**src/rtl/mc_timer_pkg.sv**
```systemverilog
package mc_timer_pkg;
  localparam int unsigned ADDR_W = 5;
  typedef logic [ADDR_W-1:0] addr_t;

  localparam addr_t A_CTRL  = 5'd0;
  localparam addr_t A_MODE  = 5'd1;
  localparam addr_t A_PRESC = 5'd2;
  localparam addr_t A_PCNT  = 5'd3;
  localparam addr_t A_COUNT = 5'd4;
  localparam addr_t A_FLAGS = 5'd5;
  localparam addr_t A_MCTL  = 5'd6;
  localparam addr_t A_CCTL  = 5'd7;
  localparam addr_t A_EXTM  = 5'd8;
  localparam int unsigned A_MATCH0 = 16;
  localparam int unsigned A_CAPT0  = 24;

  typedef enum logic [1:0] {
    SRC_TIMER = 2'd0,
    SRC_RISE  = 2'd1,
    SRC_FALL  = 2'd2,
    SRC_BOTH  = 2'd3
  } cnt_src_e;

  typedef enum logic [1:0] {
    EM_KEEP = 2'd0,
    EM_LOW  = 2'd1,
    EM_HIGH = 2'd2,
    EM_FLIP = 2'd3
  } em_act_e;
endpackage

```
**src/rtl/mct_edge_sync.sv**
```systemverilog
module mct_edge_sync #(
  parameter int unsigned W = 4
) (
  input  logic         clk_i,
  input  logic         rst_ni,
  input  logic [W-1:0] sig_i,
  output logic [W-1:0] rise_o,
  output logic [W-1:0] fall_o
);
  logic [W-1:0] s1_q, s2_q, s3_q;

  always_ff @(posedge clk_i or negedge rst_ni) begin
    if (!rst_ni) begin
      s1_q <= '0;
      s2_q <= '0;
      s3_q <= '0;
    end else begin
      s1_q <= sig_i;
      s2_q <= s1_q;
      s3_q <= s2_q;
    end
  end

  assign rise_o = s2_q & ~s3_q;
  assign fall_o = ~s2_q & s3_q;
endmodule

```
**src/rtl/mct_count_core.sv**
```systemverilog
module mct_count_core #(
  parameter int unsigned CNT_W = 32
) (
  input  logic             clk_i,
  input  logic             rst_ni,
  input  logic             en_i,
  input  logic             clr_i,
  input  logic             timer_mode_i,
  input  logic             ext_edge_i,
  input  logic [CNT_W-1:0] presc_i,
  input  logic             cnt_we_i,
  input  logic             pcnt_we_i,
  input  logic [CNT_W-1:0] wdata_i,
  input  logic             mrst_i,
  input  logic             mstop_i,
  output logic             tick_o,
  output logic [CNT_W-1:0] cnt_o,
  output logic [CNT_W-1:0] pcnt_o
);
  logic [CNT_W-1:0] cnt_q, pcnt_q;
  logic             pwrap;

  // >= keeps the wrap safe if the prescale value is lowered below the running count
  assign pwrap  = (pcnt_q >= presc_i);
  assign tick_o = en_i && !clr_i && (timer_mode_i ? pwrap : ext_edge_i);

  always_ff @(posedge clk_i or negedge rst_ni) begin
    if (!rst_ni) begin
      cnt_q  <= '0;
      pcnt_q <= '0;
    end else if (clr_i) begin
      cnt_q  <= '0;
      pcnt_q <= '0;
    end else begin
      if (cnt_we_i)      cnt_q <= wdata_i;
      else if (tick_o) begin
        if (mrst_i)        cnt_q <= '0;
        else if (!mstop_i) cnt_q <= cnt_q + 1'b1;
      end
      if (pcnt_we_i)                  pcnt_q <= wdata_i;
      else if (en_i && timer_mode_i)  pcnt_q <= pwrap ? '0 : pcnt_q + 1'b1;
    end
  end

  assign cnt_o  = cnt_q;
  assign pcnt_o = pcnt_q;
endmodule

```
**src/rtl/mct_match_unit.sv**
```systemverilog
module mct_match_unit
  import mc_timer_pkg::*;
#(
  parameter int unsigned CNT_W   = 32,
  parameter int unsigned N_MATCH = 4,
  localparam int unsigned MCTL_W = 3 * N_MATCH,
  localparam int unsigned EXTM_W = 3 * N_MATCH
) (
  input  logic                            tick_i,
  input  logic [CNT_W-1:0]                cnt_i,
  input  logic [N_MATCH-1:0][CNT_W-1:0]   match_i,
  input  logic [MCTL_W-1:0]               mctl_i,
  input  logic [EXTM_W-1:0]               extm_i,
  output logic [N_MATCH-1:0]              hit_o,
  output logic [N_MATCH-1:0]              irq_o,
  output logic                            mrst_o,
  output logic                            mstop_o,
  output logic [N_MATCH-1:0]              lvl_o
);
  logic [N_MATCH-1:0] rst_v, stop_v;

  for (genvar n = 0; n < N_MATCH; n++) begin : g_ch
    logic [1:0] act;
    logic       lvl;
    assign act       = extm_i[N_MATCH + 2*n +: 2];
    assign lvl       = extm_i[n];
    assign hit_o[n]  = tick_i && (cnt_i == match_i[n]);
    assign irq_o[n]  = hit_o[n] & mctl_i[3*n];
    assign rst_v[n]  = hit_o[n] & mctl_i[3*n+1];
    assign stop_v[n] = hit_o[n] & mctl_i[3*n+2];
    assign lvl_o[n]  = !hit_o[n]       ? lvl  :
                       (act == EM_LOW)  ? 1'b0 :
                       (act == EM_HIGH) ? 1'b1 :
                       (act == EM_FLIP) ? ~lvl : lvl;
  end

  assign mrst_o  = |rst_v;
  assign mstop_o = |stop_v;
endmodule

```
**src/rtl/mct_capture_unit.sv**
```systemverilog
module mct_capture_unit #(
  parameter int unsigned CNT_W  = 32,
  parameter int unsigned N_CAP  = 4,
  localparam int unsigned CCTL_W = 3 * N_CAP
) (
  input  logic                          clk_i,
  input  logic                          rst_ni,
  input  logic [N_CAP-1:0]              rise_i,
  input  logic [N_CAP-1:0]              fall_i,
  input  logic [CCTL_W-1:0]             cctl_i,
  input  logic [CNT_W-1:0]              cnt_i,
  output logic [N_CAP-1:0]              ev_o,
  output logic [N_CAP-1:0]              irq_o,
  output logic [N_CAP-1:0][CNT_W-1:0]   capt_o
);
  logic [N_CAP-1:0][CNT_W-1:0] capt_q;

  for (genvar n = 0; n < N_CAP; n++) begin : g_ch
    assign ev_o[n]  = (rise_i[n] & cctl_i[3*n]) | (fall_i[n] & cctl_i[3*n+1]);
    assign irq_o[n] = ev_o[n] & cctl_i[3*n+2];
  end

  always_ff @(posedge clk_i or negedge rst_ni) begin
    if (!rst_ni) begin
      capt_q <= '0;
    end else begin
      for (int n = 0; n < N_CAP; n++)
        if (ev_o[n]) capt_q[n] <= cnt_i;
    end
  end

  assign capt_o = capt_q;
endmodule

```
**src/rtl/mc_timer.sv**
```systemverilog
module mc_timer
  import mc_timer_pkg::*;
#(
  parameter int unsigned CNT_W   = 32,
  parameter int unsigned N_MATCH = 4,
  parameter int unsigned N_CAP   = 4
) (
  input  logic               clk_i,
  input  logic               rst_ni,
  input  logic               we_i,
  input  logic [ADDR_W-1:0]  addr_i,
  input  logic [CNT_W-1:0]   wdata_i,
  output logic [CNT_W-1:0]   rdata_o,
  input  logic [N_CAP-1:0]   cap_i,
  output logic [N_MATCH-1:0] em_o,
  output logic               irq_o
);
  localparam int unsigned FLAG_W = N_MATCH + N_CAP;
  localparam int unsigned MCTL_W = 3 * N_MATCH;
  localparam int unsigned CCTL_W = 3 * N_CAP;
  localparam int unsigned EXTM_W = 3 * N_MATCH;

  logic                          en_q, clr_q;
  logic [3:0]                    mode_q;
  logic [CNT_W-1:0]              presc_q;
  logic [FLAG_W-1:0]             flags_q;
  logic [MCTL_W-1:0]             mctl_q;
  logic [CCTL_W-1:0]             cctl_q;
  logic [EXTM_W-1:0]             extm_q;
  logic [N_MATCH-1:0][CNT_W-1:0] match_q;

  logic [N_CAP-1:0]              cap_rise, cap_fall, cap_ev, cap_irq;
  logic [N_CAP-1:0][CNT_W-1:0]   capt_q;
  logic [N_MATCH-1:0]            m_hit, m_irq, m_lvl;
  logic                          m_rst, m_stop, tick;
  logic [CNT_W-1:0]              count, pcount;
  logic                          sel_rise, sel_fall, ext_edge, timer_mode;
  logic                          wr_ctrl, wr_flags;

  assign wr_ctrl  = we_i && (addr_i == A_CTRL);
  assign wr_flags = we_i && (addr_i == A_FLAGS);

  mct_edge_sync #(.W(N_CAP)) u_sync (
    .clk_i  (clk_i),
    .rst_ni (rst_ni),
    .sig_i  (cap_i),
    .rise_o (cap_rise),
    .fall_o (cap_fall)
  );

  always_comb begin
    sel_rise = 1'b0;
    sel_fall = 1'b0;
    for (int i = 0; i < N_CAP; i++) begin
      if (mode_q[3:2] == 2'(i)) begin
        sel_rise = cap_rise[i];
        sel_fall = cap_fall[i];
      end
    end
  end

  assign timer_mode = (cnt_src_e'(mode_q[1:0]) == SRC_TIMER);

  always_comb begin
    case (cnt_src_e'(mode_q[1:0]))
      SRC_RISE: ext_edge = sel_rise;
      SRC_FALL: ext_edge = sel_fall;
      SRC_BOTH: ext_edge = sel_rise | sel_fall;
      default:  ext_edge = 1'b0;
    endcase
  end

  mct_count_core #(.CNT_W(CNT_W)) u_core (
    .clk_i        (clk_i),
    .rst_ni       (rst_ni),
    .en_i         (en_q),
    .clr_i        (clr_q),
    .timer_mode_i (timer_mode),
    .ext_edge_i   (ext_edge),
    .presc_i      (presc_q),
    .cnt_we_i     (we_i && (addr_i == A_COUNT)),
    .pcnt_we_i    (we_i && (addr_i == A_PCNT)),
    .wdata_i      (wdata_i),
    .mrst_i       (m_rst),
    .mstop_i      (m_stop),
    .tick_o       (tick),
    .cnt_o        (count),
    .pcnt_o       (pcount)
  );

  mct_match_unit #(.CNT_W(CNT_W), .N_MATCH(N_MATCH)) u_match (
    .tick_i  (tick),
    .cnt_i   (count),
    .match_i (match_q),
    .mctl_i  (mctl_q),
    .extm_i  (extm_q),
    .hit_o   (m_hit),
    .irq_o   (m_irq),
    .mrst_o  (m_rst),
    .mstop_o (m_stop),
    .lvl_o   (m_lvl)
  );

  mct_capture_unit #(.CNT_W(CNT_W), .N_CAP(N_CAP)) u_capt (
    .clk_i  (clk_i),
    .rst_ni (rst_ni),
    .rise_i (cap_rise),
    .fall_i (cap_fall),
    .cctl_i (cctl_q),
    .cnt_i  (count),
    .ev_o   (cap_ev),
    .irq_o  (cap_irq),
    .capt_o (capt_q)
  );

  always_ff @(posedge clk_i or negedge rst_ni) begin
    if (!rst_ni) begin
      en_q    <= 1'b0;
      clr_q   <= 1'b0;
      mode_q  <= '0;
      presc_q <= '0;
      flags_q <= '0;
      mctl_q  <= '0;
      cctl_q  <= '0;
      extm_q  <= '0;
      match_q <= '0;
    end else begin
      if (wr_ctrl) begin
        en_q  <= wdata_i[0];
        clr_q <= wdata_i[1];
      end
      if (m_stop) en_q <= 1'b0;  // stop beats a same-cycle enable write
      if (we_i && addr_i == A_MODE)  mode_q  <= wdata_i[3:0];
      if (we_i && addr_i == A_PRESC) presc_q <= wdata_i;
      if (we_i && addr_i == A_MCTL)  mctl_q  <= wdata_i[MCTL_W-1:0];
      if (we_i && addr_i == A_CCTL)  cctl_q  <= wdata_i[CCTL_W-1:0];
      if (we_i && addr_i == A_EXTM)  extm_q  <= wdata_i[EXTM_W-1:0];
      else                           extm_q[N_MATCH-1:0] <= m_lvl;
      for (int n = 0; n < N_MATCH; n++)
        if (we_i && addr_i == addr_t'(A_MATCH0 + n)) match_q[n] <= wdata_i;
      // set wins over write-one-to-clear
      flags_q <= (flags_q & ~(wr_flags ? wdata_i[FLAG_W-1:0] : '0)) | {cap_irq, m_irq};
    end
  end

  always_comb begin
    rdata_o = '0;
    case (addr_i)
      A_CTRL:  rdata_o[1:0]        = {clr_q, en_q};
      A_MODE:  rdata_o[3:0]        = mode_q;
      A_PRESC: rdata_o             = presc_q;
      A_PCNT:  rdata_o             = pcount;
      A_COUNT: rdata_o             = count;
      A_FLAGS: rdata_o[FLAG_W-1:0] = flags_q;
      A_MCTL:  rdata_o[MCTL_W-1:0] = mctl_q;
      A_CCTL:  rdata_o[CCTL_W-1:0] = cctl_q;
      A_EXTM:  rdata_o[EXTM_W-1:0] = extm_q;
      default: begin
        for (int n = 0; n < N_MATCH; n++)
          if (addr_i == addr_t'(A_MATCH0 + n)) rdata_o = match_q[n];
        for (int n = 0; n < N_CAP; n++)
          if (addr_i == addr_t'(A_CAPT0 + n)) rdata_o = capt_q[n];
      end
    endcase
  end

  assign em_o  = extm_q[N_MATCH-1:0];
  assign irq_o = |flags_q;
endmodule

```
**config.mk**
```make
export PLATFORM = sky130hd
export DESIGN_NAME = mc_timer
export DESIGN_NICKNAME = d
export VERILOG_FILES = /design/src/rtl/mc_timer_pkg.sv /design/src/rtl/mct_edge_sync.sv /design/src/rtl/mct_count_core.sv /design/src/rtl/mct_match_unit.sv /design/src/rtl/mct_capture_unit.sv /design/src/rtl/mc_timer.sv
export SDC_FILE = /design/constraint.sdc
export NUM_CORES = 1
export LEC_CHECK = 0
export ABC_CLOCK_PERIOD_IN_PS = 2880
export CAP_MARGIN = 20
export CORE_UTILIZATION = 55
export CTS_CLUSTER_SIZE = 16
export DETAILED_ROUTE_END_ITERATION = 8
export GPL_TIMING_DRIVEN = 0
export PLACE_DENSITY = 0.88
export SYNTH_ARGS = -nofsm -noshare
export SYNTH_HDL_FRONTEND = slang
export SYNTH_SLANG_ARGS = --single-unit
export TNS_END_PERCENT = 20
```
**constraint.sdc**
```tcl
create_clock -name clk_i -period 2.88 [get_ports clk_i]
set_input_delay 0.576 -clock clk_i [delete_from_list [all_inputs] [get_ports clk_i]]
set_output_delay 0.576 -clock clk_i [all_outputs]
set_load 0.02 [all_outputs]
```
---- Word level (Yosys, flattened, before mapping) ----
Cells that the tools add are included.
operators by class
  mux-type cells .......................... 52
  equality and inequality tests ........... 39
  order comparisons ....................... 1
  reductions and logical operators ........ 46
  bitwise gates (word level) .............. 40
  add/subtract/negate cells ............... 2
operators with widths
  kind                                                  count
  two-way mux 32 bit                                    17
  equality test 32 bit                                  4
  one-hot mux 20 bit (4 select lines)                   1
  adder 32 x 1 -> 32 bit (second input constant)        2
  equality test 5 bit (second input constant)           8
  one-hot mux 2 bit (9 select lines)                    2
  >= comparator 32 bit                                  1
  one-hot mux 4 bit (8 select lines)                    1
  one-hot mux 4 bit (7 select lines)                    1
  two-way mux 1 bit                                     27
  bitwise AND 1 bit                                     24
  equality test 2 bit (second input constant)           12
  equality test 5 x 3 -> 1 bit (second input constant)  4
  logical AND 1 bit                                     20
  nonzero test 4 bit                                    4
  equality test 2 x 1 -> 1 bit (second input constant)  6
  equality test 5 x 2 -> 1 bit (second input constant)  2
  AND reduction 2 bit                                   5
  nonzero test 2 bit                                    5
  bitwise AND 4 bit                                     2
  bitwise AND 8 bit                                     1
  two-way mux 8 bit                                     1
  NOT 4 bit                                             2
  NOT 8 bit                                             1
  17 further kinds                                      27
word-level totals
  word-level logic and storage cells ...... 205
  register bits after elaboration ......... 414
  output and inout port bits .............. 37
  input bits .............................. 44

---- Logic depth before layout (Yosys ltp) ----
  word-level depth ........................ 18
  depth in mapped cells ................... 12
  gate-level depth less buffers ........... 10

---- Hierarchy ----
Synthesis repeated with hierarchy kept, for this count alone.
unflattened totals
  cells, all modules ...................... 2169
  area total of the unflattened synthesis .. 23590.1 um^2
modules (own cells, without submodules)
  module            area each (um^2)  times used  cells each
  mc_timer          11204.5           1           1006
  mct_count_core    5083.6            1           623
  mct_capture_unit  5054.8            1           280
  mct_match_unit    1876.8            1           240
  mct_edge_sync     370.4             1           20

---- Least setup slack after synthesis ----
Ideal clock, no wire load.
  path kind ............................... input to output
  start ................................... in addr_i[3]
  end ..................................... out rdata_o[5]
  required time ........................... 2304 ps
  data arrival time ....................... 2299 ps
  stages .................................. 7
  setup slack ............................. 5 ps
  cell sequence ........................... or3b_2 -> nor2_1 -> clkbuf_1 -> clkbuf_1 -> a22oi_1 -> and3_1 -> nand4_1
on the way
  word-level cells in the longest chain between the ends .. 10
  elaborated cells on any way between the ends .. 27
  classes of those cells .................. eq/ne: 16; mux: 9; reduce/logical: 2
ends and longest elaborated chain
  item                                  RTL line         text
  start, declared                       mc_timer.sv:11   input logic [ADDR_W-1:0] addr_i,
  equality test 5 bit                   mc_timer.sv:160  if (addr_i == addr_t'(A_MATCH0 + n)) rdata_o = match_q[n];
  two-way mux 32 bit (4 in series)      mc_timer.sv:160
  two-way mux 32 bit (4 in series)      mc_timer.sv:162  if (addr_i == addr_t'(A_CAPT0 + n)) rdata_o = capt_q[n];
  one-hot mux 4 bit (8 select lines) *  mc_timer.sv:148  case (addr_i)
  end, declared                         mc_timer.sv:13   output logic [CNT_W-1:0] rdata_o,
Mark *: on every way between the ends. The rest lies on a longest branch, timed or not.

---- Worst setup path in the final report ----
  start ................................... reg u_core.pcnt_q[0] (netlist: u_core.pcnt_o[0])
  end ..................................... reg u_core.pcnt_q[8] (netlist: u_core.pcnt_o[8])
on the way
  word-level cells in the longest chain between the ends .. 5
  elaborated cells on any way between the ends .. 6
  classes of those cells .................. add/sub: 1; order compare: 1; mux: 4
ends and longest elaborated chain
  item                                                                   RTL line                                    text
  start, declared                                                        mct_count_core.sv:20                        logic [CNT_W-1:0] cnt_q, pcnt_q;
  start signal, assigned                                                 mct_count_core.sv:40                        if (pcnt_we_i) pcnt_q <= wdata_i;
  start signal, assigned                                                 mct_count_core.sv:41                        else if (en_i && timer_mode_i) pcnt_q <= pwrap ? '0 : pcnt_q + 1'b1;
  adder 32 x 1 -> 32 bit / >= comparator 32 bit (equally long branches)  mct_count_core.sv:41, mct_count_core.sv:24
  two-way mux 32 bit * (2 in series)                                     mct_count_core.sv:41
  two-way mux 32 bit *                                                   mct_count_core.sv:40
  two-way mux 32 bit *                                                   mct_count_core.sv:31                        end else if (clr_i) begin
Mark *: on every way between the ends. The rest lies on a longest branch, timed or not. The select of a mux whose other input is x is not followed.
A chain may end at the register's enable or synchronous reset.

==> flow_metrics.py <==
metrics = {
    "final_layout": {
        "area.growth.synth_to_final_pct": 26.0,
        "final_util_pct": 70.5,
        "drive_above_1_share_pct": 36.6,
        "finalInstanceArea_mm2": 0.0281,
        "nets": 2328,
        "antenna_cells": 0,
        "layout.cells.non_filler": 2802,
    },
    "sta": {
        "setup_ws_ns": -0.310,
        "timing_limited_maximum_frequency_ghz": 0.314,
        "final_period_minus_worst_setup_slack_ns": 3.19,
        "final.hold.worst_slack_ns": 0.354,
        "tightest_slew_ns": 1.22,
        "finClkSkew_ns": 0.0338,
        "worst_slew_margin_rel_pct": 18.3,
        "layout_worst_path_cycle_share_pct": 111,
        "report.final.slew_viol_count": 0,
        "timing.final.setup_violations": 110,
        "rsz_0062_raised_after_global_routing": "yes",
        "report.final.hold_viol_count": 0,
    },
    "yosys": {
        "synth.distinct_cells": 70,
        "dominantRegCellSynth": "dfrtp_1",
        "synth_common_cells": "414 x dfrtp_1, 318 x mux2_2, 135 x xor2_1, 130 x nand2_1, 106 x clkbuf_1",
        "synthesis.area_per_instance_um2": 11.0,
        "synth_area_mm2": 0.0223,
        "ys_top_cells_by_area": "dfrtp_1 47%, mux2_2 16%, xor2_1 5.3%",
        "synth_largest_area_cell": "dfrtp_1",
        "netlist_instances": 2022,
        "synthesis.nets": 2106,
        "ys_seq_area_share_pct": 46.5,
        "synth_top_area_share_pct": 46.5,
        "yosysWarnings": 0,
        "synthMostInstantiatedCell": "dfrtp_1",
        "async_reset_ff_share_pct": 100,
        "number_of_flops_mapped_to_enable_cells_by_yosys": 0,
        "synth-seq-cells": 414,
    },
    "drt": {
        "vias": 20100,
        "wire_per_inst_um": 32.9,
        "post-route-drc-count": 0,
        "drt_wl_total_um": 92100,
        "1st_iter_drt_viols": 2829,
        "post_detailed_route_count_of_antenna_violating_nets": 0,
        "vias_per_cell": 7.18,
        "dr.pass1.iters": 9,
    },
    "placement": {
        "place.detailed.hpwl_um": 63700,
        "placed_cell_area_mm2": 0.0238,
        "buffer_ports.inserted": 77,
        "place_inst": 2629,
        "gp_congestion": 1.09,
    },
    "cts": {
        "worstSkewPairLatency_ns": 0.60,
        "clkTransAtPathRegs_ns": 0.06,
        "cts_max_path_buffers": 3,
        "cts_root_buf": "clkbuf_16",
        "cts_tree": "built",
        "cts_made_buffers": 45,
        "htreeDepth": 2,
        "clkSinkCount": 414,
    },
    "critical_path": {
        "critPathArrivalTime_ns": 3.68,
        "cp.required_ns": 3.37,
        "worstSetupPathType": "flip-flop to flip-flop",
        "cp_slowest_stage_delay_ns": 0.60,
        "cp_endpoint_kind": "flip-flop",
        "cp_max_fo": 6,
        "timing.critical_path.slowest_stage_cell": "or4_4",
        "startpoint_types": "flip-flop",
        "timing.critical_path.cells": "inv_2, ha_4, nand2b_4, a2111oi_4, nor4_4, o31a_1, or4_4, buf_4, nor4_1, a21oi_1, o22ai_1",
    },
    "global_routing": {
        "largest_net_degree_at_the_start_of_global_routing": 123,
        "antenna_found_initial": 5,
        "total_routing_usage_reported_by_global_routing_pct": 44.8,
        "grt_pass1_wl_um": 134000,
        "overflow": 0,
        "first_global_vias": 20000,
    },
    "pwr": {
        "power.leakage_nw": 12.7,
        "vdd.ir_drop.worst_v": 0.000591,
        "power_density_mw_per_mm2": 689,
        "p_total_mw": 19.3,
    },
    "floorplan": {
        "fp.dieArea_mm2": 0.0413,
        "die-width_um": 203,
        "io_pins": 81,
        "vertical_die_dimension_um": 203,
        "start_util_pct": 55.9,
        "core_region_area_mm2": 0.0398,
        "placement_rows": 73,
    },
    "run": {
        "cap_viol_max_count": 0,
    },
    "outcome": {
        "outcome": "finished, violations left",
        "failing_checks": "negative setup slack",
    },
    "min_path": {
        "hold_path.class": "flip-flop to flip-flop",
    },
}
## per-layer routing
layer,track usage (%),wire (um)
met5,0,49
met1,57.1,33300
met3,16.6,12900
met4,24.2,6130
met2,66.3,39700
## cells in the final DEF, fill, tap and decap left out, drive strengths merged, types with 10 or more instances in the layout
master         synthesis  routed
dfrtp                414     414
nand2                130     130
clkdlybuf4s50          0      39
nand4                 27      27
o21ai                 59      59
o211ai                10      10
a22oi                 50      50
a221oi                62      62
clkbuf               106     162
xor2                 135     135
o22ai                 20      20
nor3                  23      23
o31ai                 20      20
nand2b                13      13
a22o                  86      86
nor2                  56      56
ha                    40      40
a32o                  11      11
and3                  16      16
or3                   10      10
mux2                 318     318
a21oi                 46      46
buf                   66     200
a222oi                26      26
inv                   69      72
nor4                  50      50
nand3                 58      58
## stage by stage
step | setup TNS [ns] | setup WS [ns]
after floorplan | 0 | 0.00545
after global placement | -7123.15 | -16.70
after detailed placement | -222.25 | -2.53
after CTS | -4.69 | -0.163
after global routing | -16.27 | -0.344
final | -15.03 | -0.310
## sequential cells by signal (all words and copies together) (netlist names)
register / flops
mode_q: 4
u_core.pcnt_o: 32
u_capt.capt_o: 128
extm_q: 12
u_sync.s3_q: 4
en_q: 1
mctl_q: 12
u_sync.s1_q: 4
match_q: 128
clr_q: 1
u_sync.s2_q: 4
presc_q: 32
cctl_q: 12
u_core.cnt_o: 32
flags_q: 8
## layout make-up
class                           count  area, um^2
Buffer                            166        1260
Multi-Input combinational cell   1368       12200
Inverter                           69         259
Fill cell                        2684       11800
Clock buffer                       57        1250
Sequential cell                   414       10400
Clock inverter                     23         367
Timing Repair Buffer              180        1700
Tap cell                          525         657
## power breakdown
group	switching, mW	leakage [nW]	internal, mW	total, mW
Clock	2.55	0.790	3.89	6.44
Sequential	1.07	5.39	6.75	7.82
Combinational	2.91	6.54	2.17	5.07
Total	6.53	12.7	12.8	19.3
## what timing repair did
| item | in CTS | in global routing |
|---|---|---|
| resized for setup | 518 | 125 |
| setup buffers | 67 | 23 |
| hold buffers | 1 | 0 |
| endpoints found under the setup margin | 139 | 96 |
| hold endpoints to repair | 46 | 0 |
| gates cloned | 7 | 1 |
| pin swaps | 68 | 31 |
## logic make-up after synthesis
logic type | Yosys count | synth area share [%]
compound gates | 441 | 15.2
xor+xnor | 140 | 5.51
fa+ha+maj | 40 | 2.25
buf+inv | 241 | 4.42
flops | 414 | 46.5
mux | 325 | 16.5
simple gates | 421 | 9.54
## path summary, 6_finish.rpt
path	from	end	slack, ns	depth (start not counted)
max	u_core.pcnt_o[0]	u_core.pcnt_o[8]	-0.31	11
min	u_sync.s1_q[1]	u_sync.s2_q[1]	0.35	0
max reg2reg	u_core.pcnt_o[0]	u_core.pcnt_o[8]	-0.31	11
min reg2reg	u_sync.s1_q[1]	u_sync.s2_q[1]	0.35	0
max in group asynchronous	rst_ni	cctl_q[4]	0.69	5
min in group asynchronous	rst_ni	u_capt.capt_o[119]	0.48	2
## critical path: cells and delay by family, from the launching register on
kind | cells | cell delay, ns
compound gates | 4 | 1.08
fa+ha+maj | 1 | 0.19
buf+inv | 2 | 0.27
flops | 1 | 0.42
simple gates | 4 | 1.13
No activity file was read; power rests on OpenSTA's default activity.
